<file path="config.mk">
export PLATFORM = sky130hd
export DESIGN_NAME = sdram_ap_seq
export DESIGN_NICKNAME = d
export VERILOG_FILES = /design/src/rtl/sdram_ap_seq_pkg.sv /design/src/rtl/sas_bank_timer.sv /design/src/rtl/sas_beat_pipe.sv /design/src/rtl/sas_issue_fsm.sv /design/src/rtl/sdram_ap_seq.sv
export SDC_FILE = /design/constraint.sdc
export NUM_CORES = 1
export LEC_CHECK = 0
export ABC_AREA = 1
export BUFFER_PORTS_ARGS = -buffer_cell sky130_fd_sc_hd__buf_4
export CAP_MARGIN = 20
export CORE_UTILIZATION = 26
export CTS_BUF_LIST = sky130_fd_sc_hd__clkbuf_8
export DETAILED_ROUTE_END_ITERATION = 8
export PLACE_DENSITY = 0.46
export SLEW_MARGIN = 5
export SYNTH_ARGS = -nofsm -noshare
export SYNTH_HDL_FRONTEND = slang
export SYNTH_HIERARCHICAL = 1
export SYNTH_SLANG_ARGS = --single-unit
export TNS_END_PERCENT = 30
</file>
<file path="constraint.sdc">
create_clock -name clk -period 2.6 [get_ports clk]
set_input_delay 0.13 -clock clk [delete_from_list [all_inputs] [get_ports clk]]
set_output_delay 0.13 -clock clk [all_outputs]
set_load 0.02 [all_outputs]
</file>
<file path="src/rtl/sdram_ap_seq_pkg.sv">
package sdram_ap_seq_pkg;

  typedef enum logic [2:0] {
    CMD_ACT   = 3'b011,
    CMD_READ  = 3'b101,
    CMD_WRITE = 3'b100,
    CMD_NOP   = 3'b111
  } sd_cmd_e;

  typedef enum logic [2:0] {
    BK_IDLE,
    BK_OPEN,
    BK_BURST,
    BK_WRBACK,
    BK_PRECH
  } bank_phase_e;

  typedef enum logic [1:0] {
    SQ_WAIT,
    SQ_OPENED,
    SQ_MASK1,
    SQ_MASK2
  } seq_state_e;

endpackage

</file>
<file path="src/rtl/sas_bank_timer.sv">
module sas_bank_timer
  import sdram_ap_seq_pkg::*;
#(
  parameter int BURST_LEN = 4,
  parameter int T_RP      = 3,
  parameter int T_WR      = 2
) (
  input  logic clk,
  input  logic rst,
  input  logic open_i,
  input  logic access_i,
  input  logic other_access_i,
  input  logic write_i,
  output logic idle_o
);
  localparam int MAXC  = (BURST_LEN > T_RP) ? ((BURST_LEN > T_WR) ? BURST_LEN : T_WR)
                                            : ((T_RP > T_WR) ? T_RP : T_WR);
  localparam int CNT_W = $clog2(MAXC + 1);

  bank_phase_e      phase;
  logic [CNT_W-1:0] cnt;
  logic             was_write;

  always_ff @(posedge clk) begin
    if (rst) begin
      phase     <= BK_IDLE;
      cnt       <= '0;
      was_write <= 1'b0;
    end else if (open_i) begin
      phase <= BK_OPEN;
    end else if (access_i) begin
      phase     <= BK_BURST;
      cnt       <= CNT_W'(BURST_LEN - 1);
      was_write <= write_i;
    end else if (other_access_i && phase == BK_BURST) begin
      // burst cut short: recovery or precharge begins with the interrupting command
      if (was_write) begin
        phase <= BK_WRBACK;
        cnt   <= CNT_W'(T_WR - 1);
      end else begin
        phase <= BK_PRECH;
        cnt   <= CNT_W'(T_RP - 1);
      end
    end else begin
      case (phase)
        BK_BURST: begin
          if (cnt == '0) begin
            if (was_write) begin
              phase <= BK_WRBACK;
              cnt   <= CNT_W'(T_WR - 1);
            end else begin
              phase <= BK_PRECH;
              cnt   <= CNT_W'(T_RP - 1);
            end
          end else begin
            cnt <= cnt - 1'b1;
          end
        end
        BK_WRBACK: begin
          if (cnt == '0) begin
            phase <= BK_PRECH;
            cnt   <= CNT_W'(T_RP - 1);
          end else begin
            cnt <= cnt - 1'b1;
          end
        end
        BK_PRECH: begin
          if (cnt == '0) phase <= BK_IDLE;
          else           cnt   <= cnt - 1'b1;
        end
        default: phase <= phase;
      endcase
    end
  end

  assign idle_o = (phase == BK_IDLE);

endmodule

</file>
<file path="src/rtl/sas_beat_pipe.sv">
module sas_beat_pipe #(
  parameter int CAS_LAT   = 3,
  parameter int BURST_LEN = 4
) (
  input  logic clk,
  input  logic rst,
  input  logic issue_rd_i,
  input  logic issue_wr_i,
  output logic rd_beat_o,
  output logic wr_beat_o,
  output logic rd_pending_o
);
  localparam int SH_LEN = CAS_LAT + BURST_LEN;
  localparam int WC_W   = $clog2(BURST_LEN + 1);

  // bit k set: a read beat will be on the bus k cycles from now
  logic [SH_LEN-1:0] beats, beats_nx;
  logic [WC_W-1:0]   wr_left;

  always_comb begin
    beats_nx = beats >> 1;
    if (issue_wr_i) begin
      beats_nx = '0;
    end else if (issue_rd_i) begin
      for (int k = CAS_LAT; k < SH_LEN; k++) beats_nx[k] = 1'b1;
    end
  end

  always_ff @(posedge clk) begin
    if (rst) begin
      beats   <= '0;
      wr_left <= '0;
    end else begin
      beats <= beats_nx;
      if (issue_wr_i)        wr_left <= WC_W'(BURST_LEN);
      else if (issue_rd_i)   wr_left <= '0;
      else if (wr_left != 0) wr_left <= wr_left - 1'b1;
    end
  end

  assign rd_beat_o    = beats[0];
  assign wr_beat_o    = (wr_left != '0);
  assign rd_pending_o = |beats[SH_LEN-1:1];

endmodule

</file>
<file path="src/rtl/sas_issue_fsm.sv">
module sas_issue_fsm
  import sdram_ap_seq_pkg::*;
#(
  parameter int BANK_W = 2,
  parameter int ADDR_W = 13,
  parameter int COL_W  = 9,
  parameter int AP_BIT = 10,
  parameter int DQM_W  = 4,
  localparam int NB    = 1 << BANK_W
) (
  input  logic              clk,
  input  logic              rst,
  input  logic              req_valid,
  input  logic [BANK_W-1:0] req_bank,
  input  logic [ADDR_W-1:0] req_row,
  input  logic [COL_W-1:0]  req_col,
  input  logic              req_write,
  input  logic [NB-1:0]     bank_idle,
  input  logic              rd_pending,
  output logic              nx_open,
  output logic              nx_access,
  output logic              nx_write,
  output logic [BANK_W-1:0] nx_bank,
  output logic [2:0]        cmd_o,
  output logic [ADDR_W-1:0] addr_o,
  output logic [BANK_W-1:0] ba_o,
  output logic [DQM_W-1:0]  dqm_o,
  output logic              done_o
);
  seq_state_e        st, st_nx;
  logic [BANK_W-1:0] lat_bank;
  logic [COL_W-1:0]  lat_col;
  logic              lat_wr;
  logic              go_acc;
  sd_cmd_e           cmd_nx;
  logic [ADDR_W-1:0] addr_nx;
  logic              dqm_nx;

  always_comb begin
    st_nx     = st;
    nx_open   = 1'b0;
    nx_access = 1'b0;
    nx_write  = lat_wr;
    nx_bank   = lat_bank;
    go_acc    = 1'b0;
    cmd_nx    = CMD_NOP;
    addr_nx   = addr_o;
    dqm_nx    = 1'b0;
    case (st)
      SQ_WAIT: begin
        if (req_valid && bank_idle[req_bank]) begin
          nx_open = 1'b1;
          nx_bank = req_bank;
          cmd_nx  = CMD_ACT;
          addr_nx = req_row;
          st_nx   = SQ_OPENED;
        end
      end
      SQ_OPENED: begin
        if (lat_wr && rd_pending) begin
          dqm_nx = 1'b1;
          st_nx  = SQ_MASK1;
        end else begin
          go_acc = 1'b1;
        end
      end
      SQ_MASK1: begin
        dqm_nx = 1'b1;
        st_nx  = SQ_MASK2;
      end
      default: go_acc = 1'b1;
    endcase
    if (go_acc) begin
      nx_access              = 1'b1;
      cmd_nx                 = lat_wr ? CMD_WRITE : CMD_READ;
      addr_nx                = '0;
      addr_nx[COL_W-1:0]     = lat_col;
      addr_nx[AP_BIT]        = 1'b1;
      st_nx                  = SQ_WAIT;
    end
  end

  always_ff @(posedge clk) begin
    if (rst) begin
      st       <= SQ_WAIT;
      lat_bank <= '0;
      lat_col  <= '0;
      lat_wr   <= 1'b0;
      cmd_o    <= CMD_NOP;
      addr_o   <= '0;
      ba_o     <= '0;
      dqm_o    <= '0;
      done_o   <= 1'b0;
    end else begin
      st     <= st_nx;
      cmd_o  <= cmd_nx;
      addr_o <= addr_nx;
      dqm_o  <= {DQM_W{dqm_nx}};
      done_o <= go_acc;
      if (nx_open) begin
        lat_bank <= req_bank;
        lat_col  <= req_col;
        lat_wr   <= req_write;
        ba_o     <= req_bank;
      end
    end
  end

endmodule

</file>
<file path="src/rtl/sdram_ap_seq.sv">
module sdram_ap_seq #(
  parameter int BANK_W    = 2,
  parameter int ADDR_W    = 13,
  parameter int COL_W     = 9,
  parameter int AP_BIT    = 10,
  parameter int DQM_W     = 4,
  parameter int CAS_LAT   = 3,
  parameter int BURST_LEN = 4,
  parameter int T_RP      = 3,
  parameter int T_WR      = 2,
  localparam int NB       = 1 << BANK_W
) (
  input  logic              clk,
  input  logic              rst,
  input  logic              req_valid,
  input  logic [BANK_W-1:0] req_bank,
  input  logic [ADDR_W-1:0] req_row,
  input  logic [COL_W-1:0]  req_col,
  input  logic              req_write,
  output logic              req_done,
  output logic [2:0]        sd_cmd,
  output logic [ADDR_W-1:0] sd_addr,
  output logic [BANK_W-1:0] sd_ba,
  output logic [DQM_W-1:0]  sd_dqm,
  output logic              rd_beat,
  output logic              wr_beat,
  output logic [NB-1:0]     bank_idle
);
  logic              nx_open, nx_access, nx_write, rd_pending;
  logic [BANK_W-1:0] nx_bank;

  sas_issue_fsm #(
    .BANK_W(BANK_W), .ADDR_W(ADDR_W), .COL_W(COL_W),
    .AP_BIT(AP_BIT), .DQM_W(DQM_W)
  ) u_fsm (
    .clk(clk), .rst(rst),
    .req_valid(req_valid), .req_bank(req_bank), .req_row(req_row),
    .req_col(req_col), .req_write(req_write),
    .bank_idle(bank_idle), .rd_pending(rd_pending),
    .nx_open(nx_open), .nx_access(nx_access), .nx_write(nx_write), .nx_bank(nx_bank),
    .cmd_o(sd_cmd), .addr_o(sd_addr), .ba_o(sd_ba), .dqm_o(sd_dqm), .done_o(req_done)
  );

  sas_beat_pipe #(.CAS_LAT(CAS_LAT), .BURST_LEN(BURST_LEN)) u_beats (
    .clk(clk), .rst(rst),
    .issue_rd_i(nx_access && !nx_write),
    .issue_wr_i(nx_access && nx_write),
    .rd_beat_o(rd_beat), .wr_beat_o(wr_beat), .rd_pending_o(rd_pending)
  );

  for (genvar b = 0; b < NB; b++) begin : g_bank
    sas_bank_timer #(.BURST_LEN(BURST_LEN), .T_RP(T_RP), .T_WR(T_WR)) u_timer (
      .clk(clk), .rst(rst),
      .open_i(nx_open && nx_bank == BANK_W'(b)),
      .access_i(nx_access && nx_bank == BANK_W'(b)),
      .other_access_i(nx_access && nx_bank != BANK_W'(b)),
      .write_i(nx_write),
      .idle_o(bank_idle[b])
    );
  end

endmodule

</file>
Word level (Yosys, flattened, before mapping)
Index checks and enable logic that the tools add are counted.
- flip-flop bits (word level): 70
- input bits: 28
- output and inout port bits: 29
- word-level logic and storage cells: 274
- add/subtract/negate cells: 5
- order comparisons: 1
- equal/unequal tests: 62
- mux-type cells: 85
- bitwise operators: 4
- reductions and logical operators: 85
- operators with widths (kind ; count):
    3-bit 2-to-1 mux ; 46
    3-bit case mux with 3 select lines ; 8
    4-bit AND reduction ; 12
    5-bit by 1-bit != test with 1-bit output (second input constant) ; 8
    11-bit 2-to-1 mux ; 3
    4-bit by 1-bit != test with 1-bit output (second input constant) ; 8
    3-bit by 2-bit equality test with 1-bit output (second input constant) ; 8
    3-bit zero test ; 8
    2-bit 2-to-1 mux ; 12
    3-bit by 1-bit != test with 1-bit output (second input constant) ; 8
    6-bit nonzero test ; 4
    1-bit logical AND ; 20
    5-bit by 3-bit != test with 1-bit output (second input constant) ; 4
    5-bit nonzero test ; 4
    4-bit by 2-bit != test with 1-bit output (second input constant) ; 4
    4-bit by 3-bit != test with 1-bit output (second input constant) ; 4
    4-bit nonzero test ; 4
    3-bit AND reduction ; 5
    3-bit OR reduction ; 5
    3-bit by 1-bit subtractor with 3-bit output (second input constant) ; 5
    2-bit OR reduction ; 7
    3-bit equality test (second input constant) ; 4
    3-bit != test (second input constant) ; 4
    2-bit AND reduction ; 6
    other kinds (16) ; 41

Logic depth before layout (Yosys ltp)
Gate-level depths: netlist of run 1.
- word-level depth: 12
- mapped depth: 22
- depth with buffers taken out: 22

By module
Netlist of run 1, hierarchy kept.
- modules (own cells, without submodules) (module ; times used ; cells each ; area an instance (µm²) ; seq. area each (µm²)):
    sas_bank_timer ; 4 ; 96 ; 554.3 ; 140.1
    sas_issue_fsm ; 1 ; 224 ; 1500.2 ; 640.6
    sas_beat_pipe ; 1 ; 50 ; 400.4 ; 200.2
    sdram_ap_seq ; 1 ; 24 ; 93.8 ; 0.0

Worst setup path after synthesis of run 1
Ideal clock, no wire load.
- path type: reg-to-reg
- start: reg g_bank[1].u_timer.phase[2]
- end: reg g_bank[2].u_timer.cnt[2]
- setup time: 119 ps
- arrival time: 2663 ps
- data required time: 2481 ps
- slack: -183 ps
- cell stages (with the launch flop): 21
- path buffers: 0
- cell sequence: dfxtp_1 > nor3_1 > inv_1 > nand2_1 > nand3_1 > nand2_2 > nand3_4 > clkinv_2 > nand2_1 > o21ai_0 > inv_1 > inv_2 > nand2_1 > nor2_1 > clkinv_1 > nand2_1 > nor2_2 > nor2_2 > nand2_2 > o21ai_0 > a21oi_1
- cells in the longest elaborated chain, start to end: 11
- ends and longest elaborated chain (what ; line ; source):
    start, declared ; sas_bank_timer.sv:20 ; bank_phase_e phase;
    start signal, assigned ; sas_bank_timer.sv:71 ; default: phase <= phase;
    3-bit zero test * ; sas_bank_timer.sv:76 ; assign idle_o = (phase == BK_IDLE);
    named net bank_idle[1] ; sdram_ap_seq.sv:27 ; output logic [NB-1:0] bank_idle
    1-bit binary-select mux with 2-bit select * ; sas_issue_fsm.sv:51 ; if (req_valid && bank_idle[req_bank]) begin
    1-bit 2-to-1 mux (implied by the code) * ; sas_issue_fsm.sv:51 ;
    1-bit logical AND * ; sas_issue_fsm.sv:51 ;
    2-bit 2-to-1 mux * ; sas_issue_fsm.sv:51 ;
    2-bit 2-to-1 mux * ; sas_issue_fsm.sv:49 ; case (st)
    named net nx_bank[0] ; sdram_ap_seq.sv:30 ; logic [BANK_W-1:0] nx_bank;
    2-bit != test ; sdram_ap_seq.sv:56 ; .other_access_i(nx_access && nx_bank != BANK_W'(b)),
    1-bit logical AND ; sdram_ap_seq.sv:56 ;
    1-bit logical AND ; sas_bank_timer.sv:35 ; end else if (other_access_i && phase == BK_BURST) begin
    4-bit by 2-bit != test with 1-bit output (no line), or another cell as far along ; - ;
    3-bit AND reduction (no line) / 3-bit 2-to-1 mux (equally long branches) ; - ;
    end signal, assigned ; sas_bank_timer.sv:33 ; cnt <= CNT_W'(BURST_LEN - 1);
    end signal, assigned ; sas_bank_timer.sv:39 ; cnt <= CNT_W'(T_WR - 1);
    end signal, assigned ; sas_bank_timer.sv:42 ; cnt <= CNT_W'(T_RP - 1);
    end, declared ; sas_bank_timer.sv:21 ; logic [CNT_W-1:0] cnt;
Mark *: on every way through the listed nets, which the timed path passes. The rest lies on a longest branch. The select of a mux whose other input is x is not followed.
A chain may end at the register's enable or synchronous reset.

Final worst setup path of run 1
- start: reg g_bank[0].u_timer.phase[0]
- end: reg g_bank[1].u_timer.cnt[2]
- RTL lines (what ; line ; source):
    start, declared ; sas_bank_timer.sv:20 ;
    start signal, assigned ; sas_bank_timer.sv:71 ;
    3-bit zero test ; sas_bank_timer.sv:76 ;
    1-bit binary-select mux with 2-bit select ; sas_issue_fsm.sv:51 ;
    1-bit 2-to-1 mux (implied by the code) ; sas_issue_fsm.sv:51 ;
    1-bit logical AND ; sas_issue_fsm.sv:51 ;
    1-bit 2-to-1 mux ; sas_issue_fsm.sv:51 ;
    1-bit 2-to-1 mux ; sas_issue_fsm.sv:49 ;
    named net nx_open ; sdram_ap_seq.sv:29 ; logic nx_open, nx_access, nx_write, rd_pending;
    1-bit logical AND ; sdram_ap_seq.sv:54 ; .open_i(nx_open && nx_bank == BANK_W'(b)),
    1-bit inverter (no line) ; - ;
    3-bit AND reduction (no line) ; - ;
    end signal, assigned ; sas_bank_timer.sv:62 ; cnt <= CNT_W'(T_RP - 1);
    end signal, assigned ; sas_bank_timer.sv:64 ; cnt <= cnt - 1'b1;
    end signal, assigned ; sas_bank_timer.sv:69 ; else cnt <= cnt - 1'b1;
    end, declared ; sas_bank_timer.sv:21 ;
The timed path passes the listed nets, and every way through them passes these cells. The select of a mux whose other input is x is not followed.

==> out/summary.txt, run 1 <==
Antenna Nets Post-Route - 0
Die H - 129 um
Worst VDD drop - 0.000338 V
Arr. time, crit path - 2.56 ns
placed instance area - 0.00502 mm^2
worst setup path class - reg2reg
initial antenna violation count - 0
Clock Sinks - 70
H-tree depth - 3
die area - 0.0167 mm^2
MaxCap Viol Count - 0
min Tclk post-route - 2.32 ns
Synth Cell Area - 0.00421 mm^2
Critical Path Start - g_bank[0].u_timer/phase[0]
syn nets - 724
initial cell density of the core - 26.6%
Leak - 2.68 nW
vias - 4192
Clock Latency Late Sink - 0.36 ns
commonest non-fill, non-tap cell in the layout - nand2_1
post-route cell area - 0.00537 mm^2
cell area power density - 1220 mW/mm^2
Clock Tree Buf Depth - 2
CTS tree - yes
clk root buf - clkbuf_8
WHS - 0.0199 ns
routed vias/inst - 4.22
Port Buffers - 56
Seq cells post-synth - 70
Post-Route WL - 10.7 mm
kind of end point of the critical path - flop
largest net degree at the start of global routing - 40
Die Width - 129 um
first-pass GRT wire length - 18.0 mm
Max FO, Critical Path - 5
Final Skew - 0.0129 ns
status - finished, final reports clean
Max Freq - 430 MHz
WL/cell - 10.8 um
DP HPWL - 7.98 mm
Boundary Pins - 57
HP Start - req_col[2]
vias in the first global route - 3956
worst-margin pin slew - 0.480 ns
Worst EP required - 2.84 ns
Hold Vio Cnt, Final - 0
fin nets - 815
1st-iter DRT viols - 138
final max-slew violation count - 0
post-synthesis sequential area ratio - 33.3%
diode count - 0
Hold WC Path Type - in2reg
commonest cells after routing, fill and taps aside - nand2_1 (191), nor2_1 (117), inv_1 (89), buf_4 (88), dfxtp_1 (70)
share of cells above drive strength 1 - 22.9%
r2r startpoint - g_bank[0].u_timer/phase[0]
Ys Warns - 6
Num CTS Buffers - 9
grt ovf - 0
Max-slew headroom - 68.0%
router iterations before antenna repair - 4
fin crit share - 89.4%
Worst-path clk slew - 0.08 ns
Final Setup Violations - 0
Gate Count Post-Synth - 682
critical path launch point type - flop
std cell rows - 46
Mean Syn Cell Area - 6.18 um^2
area delta synth->final - 27.6%
core box area - 0.0158 mm^2
gpl congestion - 0.818
Post-route DRC - 0
post-synth cell types - 29
total track usage - 13.6%
## cells by family (layout without fill, tap and decap cells)
| logic type | count (synthesis) | after routing | share of synthesized area [%] |
|---|---|---|---|
| and+or+nand+nor | 405 | 405 | 41.3 |
| buffers and inverters | 120 | 216 | 11.4 |
| adders and majority gates | 14 | 14 | 4.16 |
| DFF | 70 | 70 | 33.3 |
| AOI/OAI and AO/OA | 73 | 73 | 9.89 |
## power breakdown
| part | leakage, nW | internal [W] | switching (W) | total (W) |
|---|---|---|---|---|
| clock | 0.116 | 0.000537 | 0.000443 | 0.000981 |
| sequential | 0.572 | 0.00138 | 0.000180 | 0.00156 |
| combinational | 1.99 | 0.00150 | 0.00248 | 0.00399 |
## metrics by stage
step                      worst slack (ns)  instances  util, %  power (W)  TNS [ns]
after floorplan                     0.0171        682        -    0.00440         0
after global placement               0.186        964     31.7    0.00546         0
after detailed placement            0.0858        964     31.7    0.00547         0
after CTS                           0.0467        985     33.4    0.00650         0
after global routing               -0.0105        994     34.0    0.00723   -0.0105
final                                0.277        994     34.0    0.00653         0
## flip-flops by register name, summed over array words and instances (netlist names)
signal,cells
u_fsm/addr_o,13
g_bank.u_timer/cnt,12
g_bank.u_timer/phase,12
u_fsm/lat_col,9
u_beats/beats,7
g_bank.u_timer/was_write,4
u_beats/wr_left,3
u_fsm/cmd_o,3
u_fsm/lat_bank,2
u_fsm/st,2
u_fsm/done_o,1
u_fsm/dqm_o,1
u_fsm/nx_write,1
## metal layers
layer	track usage (%)	wire, um	vias to the layer above
met1	17.7	5400	1830
met4	5.61	131	0
met5	0	0	-
met3	3.34	533	11
met2	21.4	4650	77
li1	-	-	2274
## path summary, 6_finish.rpt
kind / cells past startpoint / slack (ns) / endpoint
max reg2reg: 19 / 0.28 / g_bank[1].u_timer/cnt[2]
min: 3 / 0.02 / u_fsm/lat_col[2]
min reg2reg: 2 / 0.42 / u_beats/beats[2]
max: 19 / 0.28 / g_bank[1].u_timer/cnt[2]
## area by class of cell
type	instances	area, um^2
Fill cell	1720	10500
Multi-Input combinational cell	492	2370
Tap cell	216	270
Inverter	107	403
Clock buffer	9	124
Clock inverter	7	90.1
Sequential cell	70	1400
Timing Repair Buffer	93	711
## cells in the mapped netlist, drive strengths merged
cell    instances  share of area, %
clkinv          5              0.48
o21ai          26               4.2
nor3            4              0.48
nand4          10               1.5
or2             1              0.15
dfxtp          70                33
nand2         207                19
nand3          45               6.1
nor2          137                13
a21oi          46               5.6
clkbuf          5              0.45
a211oi          1              0.18
nor3b           1              0.30
ha             14               4.2
inv           102               9.1
buf             8               1.4
## worst max-delay path, stage by stage, from the launching register on
cell and delay, ns:
dfxtp_1 0.32, nor3_2 0.23, inv_1 0.06, nand2_1 0.06
nand3_1 0.08, nand2_2 0.11, nand3_4 0.07, clkinv_2 0.08
o21ai_0 0.09, inv_1 0.16, buf_4 0.15, nand2_1 0.07
nor2_2 0.12, inv_2 0.07, nand2_1 0.08, nor2_2 0.04
nor2_2 0.11, nand2_2 0.08, o21ai_0 0.17, a21oi_1 0.06
## what timing repair did
item,4_1_cts,5_1_grt
setup endpoints to repair,0,19
resized for setup,0,13
hold buffers,5,0
setup buffers,0,9
endpoints found under the hold margin,5,0
Power figures use the tool's default switching activity.
==> inputs of run 2 (changes only) <==
--- a/config.mk
+++ b/config.mk
@@ -8,10 +8,10 @@
 export ABC_AREA = 1
 export BUFFER_PORTS_ARGS = -buffer_cell sky130_fd_sc_hd__buf_4
 export CAP_MARGIN = 20
-export CORE_UTILIZATION = 26
+export CORE_UTILIZATION = 60
 export CTS_BUF_LIST = sky130_fd_sc_hd__clkbuf_8
 export DETAILED_ROUTE_END_ITERATION = 8
-export PLACE_DENSITY = 0.46
+export PLACE_DENSITY = 0.87
 export SLEW_MARGIN = 5
 export SYNTH_ARGS = -nofsm -noshare
 export SYNTH_HDL_FRONTEND = slang
==> run 2 against run 1 <==
Critical endpoint is now g_bank[0].u_timer/cnt[2]. Routed wire length down 11%. Via count up 1.9%. Sequential cell count is the same. Largest cell class unchanged. Critical path type unchanged. Register-to-register slack improved by 0.02 ns.
==> out/summary.txt, run 2 (same netlist as run 1, synthesis figures left out) <==
top layer used by detailed routing - met4 (unchanged)
first-pass GRT wire length - 16.4 mm (was 18.0 mm)
routed vias/inst - 4.99 (was 4.22)
Max-slew headroom - 69.8% (was 68.0%)
commonest cells after routing, fill and taps aside - nand2_1 (191), nor2_1 (119), inv_1 (87), buf_4 (76), dfxtp_1 (70) (was nand2_1 (191), nor2_1 (117), inv_1 (89), buf_4 (88), dfxtp_1 (70))
Final Setup Violations - 0 (unchanged)
core box area - 0.00679 mm^2 (was 0.0158 mm^2)
Worst path most repeated cell - nand2_1
Clock Latency Late Sink - 0.35 ns (was 0.36 ns)
WL/cell - 11.2 um (was 10.8 um)
diode count - 0 (unchanged)
Largest register FFs - 13 (unchanged)
status - finished, final reports clean (unchanged)
WHS - 0.0338 ns (was 0.0199 ns)
Clock Sinks - 70 (unchanged)
gpl congestion - 0.939 (was 0.818)
r2r startpoint - g_bank[3].u_timer/phase[0] (was g_bank[0].u_timer/phase[0])
worst setup path class - reg2reg (unchanged)
share of cells above drive strength 1 - 21.4% (was 22.9%)
Hold Vio Cnt, Final - 0 (unchanged)
placed instance area - 0.00484 mm^2 (was 0.00502 mm^2)
std cell rows - 30 (was 46)
Max Freq - 434 MHz (was 430 MHz)
biggest regs - u_fsm/addr_o: 13 flops, g_bank.u_timer/cnt: 12 flops, g_bank.u_timer/phase: 12 flops (unchanged)
largest net degree at the start of global routing - 40 (unchanged)
initial antenna violation count - 0 (unchanged)
area delta synth->final - 20.4% (was 27.6%)
worst-margin pin slew - 0.452 ns (was 0.480 ns)
Leak - 2.60 nW (was 2.68 nW)
Worst VDD drop - 0.000522 V (was 0.000338 V)
Die Width - 85.8 um (was 129 um)
total track usage - 27.8% (was 13.6%)
final std cells w/o fill - 857 (was 994)
crit-path cells - nor3_2 > inv_1 > nand2_1 > nand3_1 > nand2_2 > nand3_4 > clkinv_2 > nand2_1 > o21ai_2 > inv_2 > inv_2 > nand2_1 > nor2_2 > clkinv_1 > nand2_1 > nor2_2 > nor2_2 > nand2_2 > o21ai_0 > a21oi_1 (was nor3_2 > inv_1 > nand2_1 > nand3_1 > nand2_2 > nand3_4 > clkinv_2 > o21ai_0 > inv_1 > buf_4 > nand2_1 > nor2_2 > inv_2 > nand2_1 > nor2_2 > nor2_2 > nand2_2 > o21ai_0 > a21oi_1)
Die H - 85.8 um (was 129 um)
area of the multi-input gates - 0.00236 mm^2 (was 0.00237 mm^2)
initial cell density of the core - 62.0% (was 26.6%)
Worst EP required - 2.84 ns (about the same)
clk root buf - clkbuf_8 (unchanged)
Post-Route WL - 9.59 mm (was 10.7 mm)
cell area power density - 1260 mW/mm^2 (was 1220 mW/mm^2)
Max FO, Critical Path - 6 (was 5)
Fin Setup TNS - 0 ns (unchanged)
fin nets - 798 (was 815)
fin crit share - 88.7% (was 89.4%)
1st-iter DRT viols - 279 (was 138)
WL met1 - 4.24 mm (was 5.40 mm)
die area - 0.00736 mm^2 (was 0.0167 mm^2)
CP max-delay cell - dfxtp_1 (unchanged)
kind of end point of the critical path - flop (unchanged)
Post-route DRC - 0 (unchanged)
CTS tree - yes (unchanged)
Top Family by Delay on Critical Path - simple AND/OR/NAND/NOR gates (unchanged)
post-cts hold buffer count - 0 (was 5)
Port Buffers - 56 (unchanged)
Worst-path clk slew - 0.08 ns (about the same)
worst r2r dst - g_bank[0].u_timer/cnt[2] (was g_bank[1].u_timer/cnt[2])
WL met2 - 4.61 mm (was 4.65 mm)
Num CTS Buffers - 9 (unchanged)
DP Cell Count - 840 (was 964)
R2R cell count - 20 (was 19)
router iterations before antenna repair - 5 (was 4)
routed wl met3 - 633 um (was 533 um)
min Tclk post-route - 2.31 ns (was 2.32 ns)
Final Skew - 0.0109 ns (was 0.0129 ns)
grt ovf - 0 (unchanged)
critical path launch point type - flop (unchanged)
Arr. time, crit path - 2.55 ns (was 2.56 ns)
post-route cell area - 0.00507 mm^2 (was 0.00537 mm^2)
Buf+Inv Stages, Crit Path - 5 (unchanged)
vias in the first global route - 3990 (was 3956)
vias - 4273 (was 4192)
Hold WC Path Type - in2reg (unchanged)
reg-to-reg slack, setup - 0.29 ns (was 0.28 ns)
commonest non-fill, non-tap cell in the layout - nand2_1 (unchanged)
Critical Path Start - g_bank[3].u_timer/phase[0] (was g_bank[0].u_timer/phase[0])
Boundary Pins - 57 (unchanged)
RSZ-0062 raised after global routing - no
DP HPWL - 7.14 mm (was 7.98 mm)
Clock Tree Buf Depth - 2 (unchanged)
crit path capture - g_bank[0].u_timer/cnt[2] (was g_bank[1].u_timer/cnt[2])
final design utilization - 74.6% (was 34.0%)
Antenna Nets Post-Route - 0 (unchanged)
Top reg by flops - u_fsm/addr_o (unchanged)
H-tree depth - 3 (unchanged)
MaxCap Viol Count - 0 (unchanged)
FILL cells - 531 (was 1720)
Levels on crit path - 20 (was 19)
largest stage delay on the critical path - 0.37 ns (was 0.32 ns)
final max-slew violation count - 0 (unchanged)
Reg area - 0.00140 mm^2 (unchanged)
==> run 2: worst reg2reg max path, stage by stage (launching register included) <==
cell and delay, ns:
dfxtp_1 0.37, nor3_2 0.20, inv_1 0.06, nand2_1 0.05, nand3_1 0.08, nand2_2 0.09, nand3_4 0.07, clkinv_2 0.09
nand2_1 0.07, o21ai_2 0.08, inv_2 0.09, inv_2 0.08, nand2_1 0.08, nor2_2 0.14, clkinv_1 0.10, nand2_1 0.08
nor2_2 0.04, nor2_2 0.12, nand2_2 0.08, o21ai_0 0.16, a21oi_1 0.05
==> run 2: worst min path at each step <==
| stage | startpoint | endpoint | slack (ns) | depth (start not counted) |
|---|---|---|---|---|
| 2_1_floorplan | rst | g_bank[0].u_timer/phase[0] | 0.20 | 1 |
| 3_3_place_gp | req_row[9] | u_fsm/addr_o[9] | 0.38 | 3 |
| 3_5_place_dp | req_col[1] | u_fsm/lat_col[1] | 0.39 | 3 |
| 4_1_cts | req_col[6] | u_fsm/lat_col[6] | 0.009 | 3 |
| 5_1_grt | req_col[1] | u_fsm/lat_col[1] | 0.01 | 3 |
| 6_report | req_col[1] | u_fsm/lat_col[1] | 0.03 | 3 |
==> run 2: layout make-up <==
type	count	share of cell area [%]
Clock buffer	9	2.44
Clock inverter	7	1.78
Inverter	107	7.95
Multi-Input combinational cell	492	46.6
Sequential cell	70	27.6
Tap cell	96	2.37
Timing Repair Buffer	76	11.3
==> run 2: per-layer routing <==
metal  vias up  track usage, %
li1       2240               -
met5         -               0
met1      1909            33.2
met4         0            8.79
met2       115            48.2
met3         9            8.18
==> run 2: repair_timing <==
| action | in CTS | in global routing |
|---|---|---|
| buffers inserted | 0 | 1 |
| endpoints found under the setup margin | 0 | 16 |
| gates resized for setup | 0 | 10 |
==> run 2: per-stage QoR <==
step | worst slack [ns] | power, W
floorplan | 0.0171 | 0.00440
global placement | 0.240 | 0.00522
detailed placement | 0.0694 | 0.00535
CTS | 0.0387 | 0.00633
global route | 0.00706 | 0.00700
finish | 0.294 | 0.00636
==> run 2: where the power goes <==
group          total (W)  switching [W]  internal, W
Sequential       0.00159       0.000203      0.00138
Combinational    0.00382        0.00242      0.00139
Clock           0.000960       0.000425     0.000535
Total            0.00636        0.00305      0.00331
==> inputs of run 3 (changes only) <==
==> constraint.sdc (replaced) <==
create_clock -name clk -period 2.4 [get_ports clk]
set_input_delay 0.12 -clock clk [delete_from_list [all_inputs] [get_ports clk]]
set_output_delay 0.12 -clock clk [all_outputs]
set_load 0.02 [all_outputs]
==> run 3 against run 2 <==
Count of clock-buffer cells in the layout stayed put. Critical path type unchanged. Largest power group unchanged. Cell area is 4.4% higher. Core utilization is 3.3 points higher. Total power is 16% higher.
==> out/summary.txt, run 3 (same netlist as run 1, synthesis figures left out) <==
DP Cell Count - 840 (unchanged)
met3 usage - 5.39% (was 8.18%)
final max-slew violation count - 0 (unchanged)
Num CTS Buffers - 9 (unchanged)
commonest cells after routing, fill and taps aside - nand2_1 (185), nor2_1 (116), inv_1 (87), buf_4 (84), dfxtp_1 (66) (was nand2_1 (191), nor2_1 (119), inv_1 (87), buf_4 (76), dfxtp_1 (70))
Hold WC Path Type - in2reg (unchanged)
Worst-path clk slew - 0.09 ns (was 0.08 ns)
Worst EP required - 2.66 ns (was 2.84 ns)
H-tree depth - 3 (unchanged)
min Tclk post-route - 2.31 ns (about the same)
total track usage - 28.4% (was 27.8%)
Worst VDD drop - 0.000843 V (was 0.000522 V)
router iterations before antenna repair - 5 (unchanged)
Arr. time, crit path - 2.58 ns (was 2.55 ns)
share of cells above drive strength 1 - 25.0% (was 21.4%)
kind of end point of the critical path - flop (unchanged)
Port Buffers - 56 (unchanged)
post-route cell area - 0.00529 mm^2 (was 0.00507 mm^2)
largest stage delay on the critical path - 0.34 ns (was 0.37 ns)
GR Util met1 - 33.9% (was 33.2%)
placed instance area - 0.00488 mm^2 (was 0.00484 mm^2)
Final Skew - 0.0105 ns (was 0.0109 ns)
vias - 4483 (was 4273)
clk root buf - clkbuf_8 (unchanged)
Final Setup Violations - 0 (unchanged)
gpl congestion - 0.889 (was 0.939)
Max-slew headroom - 69.2% (was 69.8%)
crit-path cells - nor3_4 > inv_1 > nand2_1 > nand3_1 > nand2_2 > nand3_4 > clkinv_4 > nand2_1 > o21ai_2 > inv_2 > inv_2 > nand2_2 > nor2_4 > inv_4 > nand2_1 > nor2_2 > nor2_2 > nand2_2 > inv_2 > nand2_1 > nand2_1 > nor2_1 (was nor3_2 > inv_1 > nand2_1 > nand3_1 > nand2_2 > nand3_4 > clkinv_2 > nand2_1 > o21ai_2 > inv_2 > inv_2 > nand2_1 > nor2_2 > clkinv_1 > nand2_1 > nor2_2 > nor2_2 > nand2_2 > o21ai_0 > a21oi_1)
worst-margin pin slew - 0.463 ns (was 0.452 ns)
status - finished, final reports clean (unchanged)
core box area - 0.00679 mm^2 (unchanged)
FILL cells - 482 (was 531)
Worst path most repeated cell - nand2_1 (unchanged)
Leak - 2.68 nW (was 2.60 nW)
critical path launch point type - flop (unchanged)
die area - 0.00736 mm^2 (unchanged)
largest net degree at the start of global routing - 40 (unchanged)
Top reg by flops - u_fsm/addr_o (unchanged)
grt met2 use - 50.9% (was 48.2%)
fin nets - 809 (was 798)
std cell rows - 30 (unchanged)
GRT Max-Usage Layer - met2 (unchanged)
area delta synth->final - 25.6% (was 20.4%)
Hold Vio Cnt, Final - 0 (unchanged)
Clock Sinks - 70 (unchanged)
Boundary Pins - 57 (unchanged)
vias in the first global route - 3940 (was 3990)
first-pass GRT wire length - 16.8 mm (was 16.4 mm)
Die H - 85.8 um (unchanged)
Antenna Nets Post-Route - 0 (unchanged)
fin crit share - 96.4% (was 88.7%)
grt ovf - 0 (unchanged)
biggest regs - u_fsm/addr_o: 13 flops, g_bank.u_timer/cnt: 12 flops, g_bank.u_timer/phase: 12 flops (unchanged)
Post-route DRC - 0 (unchanged)
DP HPWL - 7.33 mm (was 7.14 mm)
final std cells w/o fill - 868 (was 857)
diode count - 0 (unchanged)
initial cell density of the core - 62.0% (unchanged)
commonest non-fill, non-tap cell in the layout - nand2_1 (unchanged)
Max Freq - 432 MHz (was 434 MHz)
Clock Tree Buf Depth - 2 (unchanged)
initial antenna violation count - 0 (unchanged)
MaxCap Viol Count - 0 (unchanged)
1st-iter DRT viols - 296 (was 279)
total chip power - 0.00737 W (was 0.00636 W)
CP max-delay cell - dfxtp_2 (was dfxtp_1)
cell area power density - 1390 mW/mm^2 (was 1260 mW/mm^2)
reg-to-reg slack, setup - 0.09 ns (was 0.29 ns)
Die Width - 85.8 um (unchanged)
Clock Latency Late Sink - 0.36 ns (was 0.35 ns)
Post-Route WL - 10.5 mm (was 9.59 mm)
final design utilization - 77.9% (was 74.6%)
WL/cell - 12.1 um (was 11.2 um)
Max FO, Critical Path - 9 (was 6)
routed vias/inst - 5.16 (was 4.99)
CTS tree - yes (unchanged)
RSZ-0062 raised after global routing - yes (was no)
Largest register FFs - 13 (unchanged)
worst setup path class - reg2reg (unchanged)
[run 3: critical path, delay by kind of cell (launching register included)]
kind | cells | cell delay, ns
buffers and inverters | 6 | 0.50
AND/OR/NAND/NOR | 15 | 1.29
flip-flops | 1 | 0.34
AO/OA/AOI/OAI | 1 | 0.09
[run 3: repair_timing]
action,CTS,global route
endpoints found under the hold margin,2,0
gates resized for setup,0,38
gates cloned,0,0
pin swaps,0,11
hold buffers,2,0
endpoints found under the setup margin,1,26
buffers inserted,4,6
[run 3: cell type report]
type / count / area, um^2 / area share (%)
Clock buffer: 9 / 124 / 2.34
Clock inverter: 7 / 97.6 / 1.84
Inverter: 107 / 418 / 7.90
Multi-Input combinational cell: 492 / 2460 / 46.5
Sequential cell: 70 / 1410 / 26.6
Tap cell: 96 / 120 / 2.27
Timing Repair Buffer: 87 / 662 / 12.5
[run 3: final timing paths]
| check | end | cells after the start | from |
|---|---|---|---|
| setup / recovery | g_bank[0].u_timer/cnt[0] | 22 | g_bank[1].u_timer/phase[1] |
| setup reg to reg | g_bank[0].u_timer/cnt[0] | 22 | g_bank[1].u_timer/phase[1] |
| hold / removal | u_fsm/lat_col[5] | 3 | req_col[5] |
| hold reg to reg | u_beats/beats[2] | 2 | u_beats/beats[3] |
[run 3: layer usage]
metal,share of wire [%],vias to the layer above
met5,0,-
met4,2.1,0
met3,5.0,19
met2,50,145
met1,43,2050
li1,-,2269
[run 3: power breakdown]
part           leakage [nW]  internal, W  switching (W)
Combinational          1.99      0.00166        0.00289
Clock                 0.112     0.000590       0.000493
Sequential            0.574      0.00150       0.000236
[run 3: through the flow]
stage	setup TNS (ns)	worst slack, ns	hold slack (ns)
2_1_floorplan	0	0.00219	0.189
4_1_cts	0	0.0154	0.00330
3_5_place_dp	-0.0362	-0.0362	0.380
3_3_place_gp	0	0.174	0.372
5_1_grt	-0.330	-0.0498	0.00867
6_report	0	0.0858	0.0132
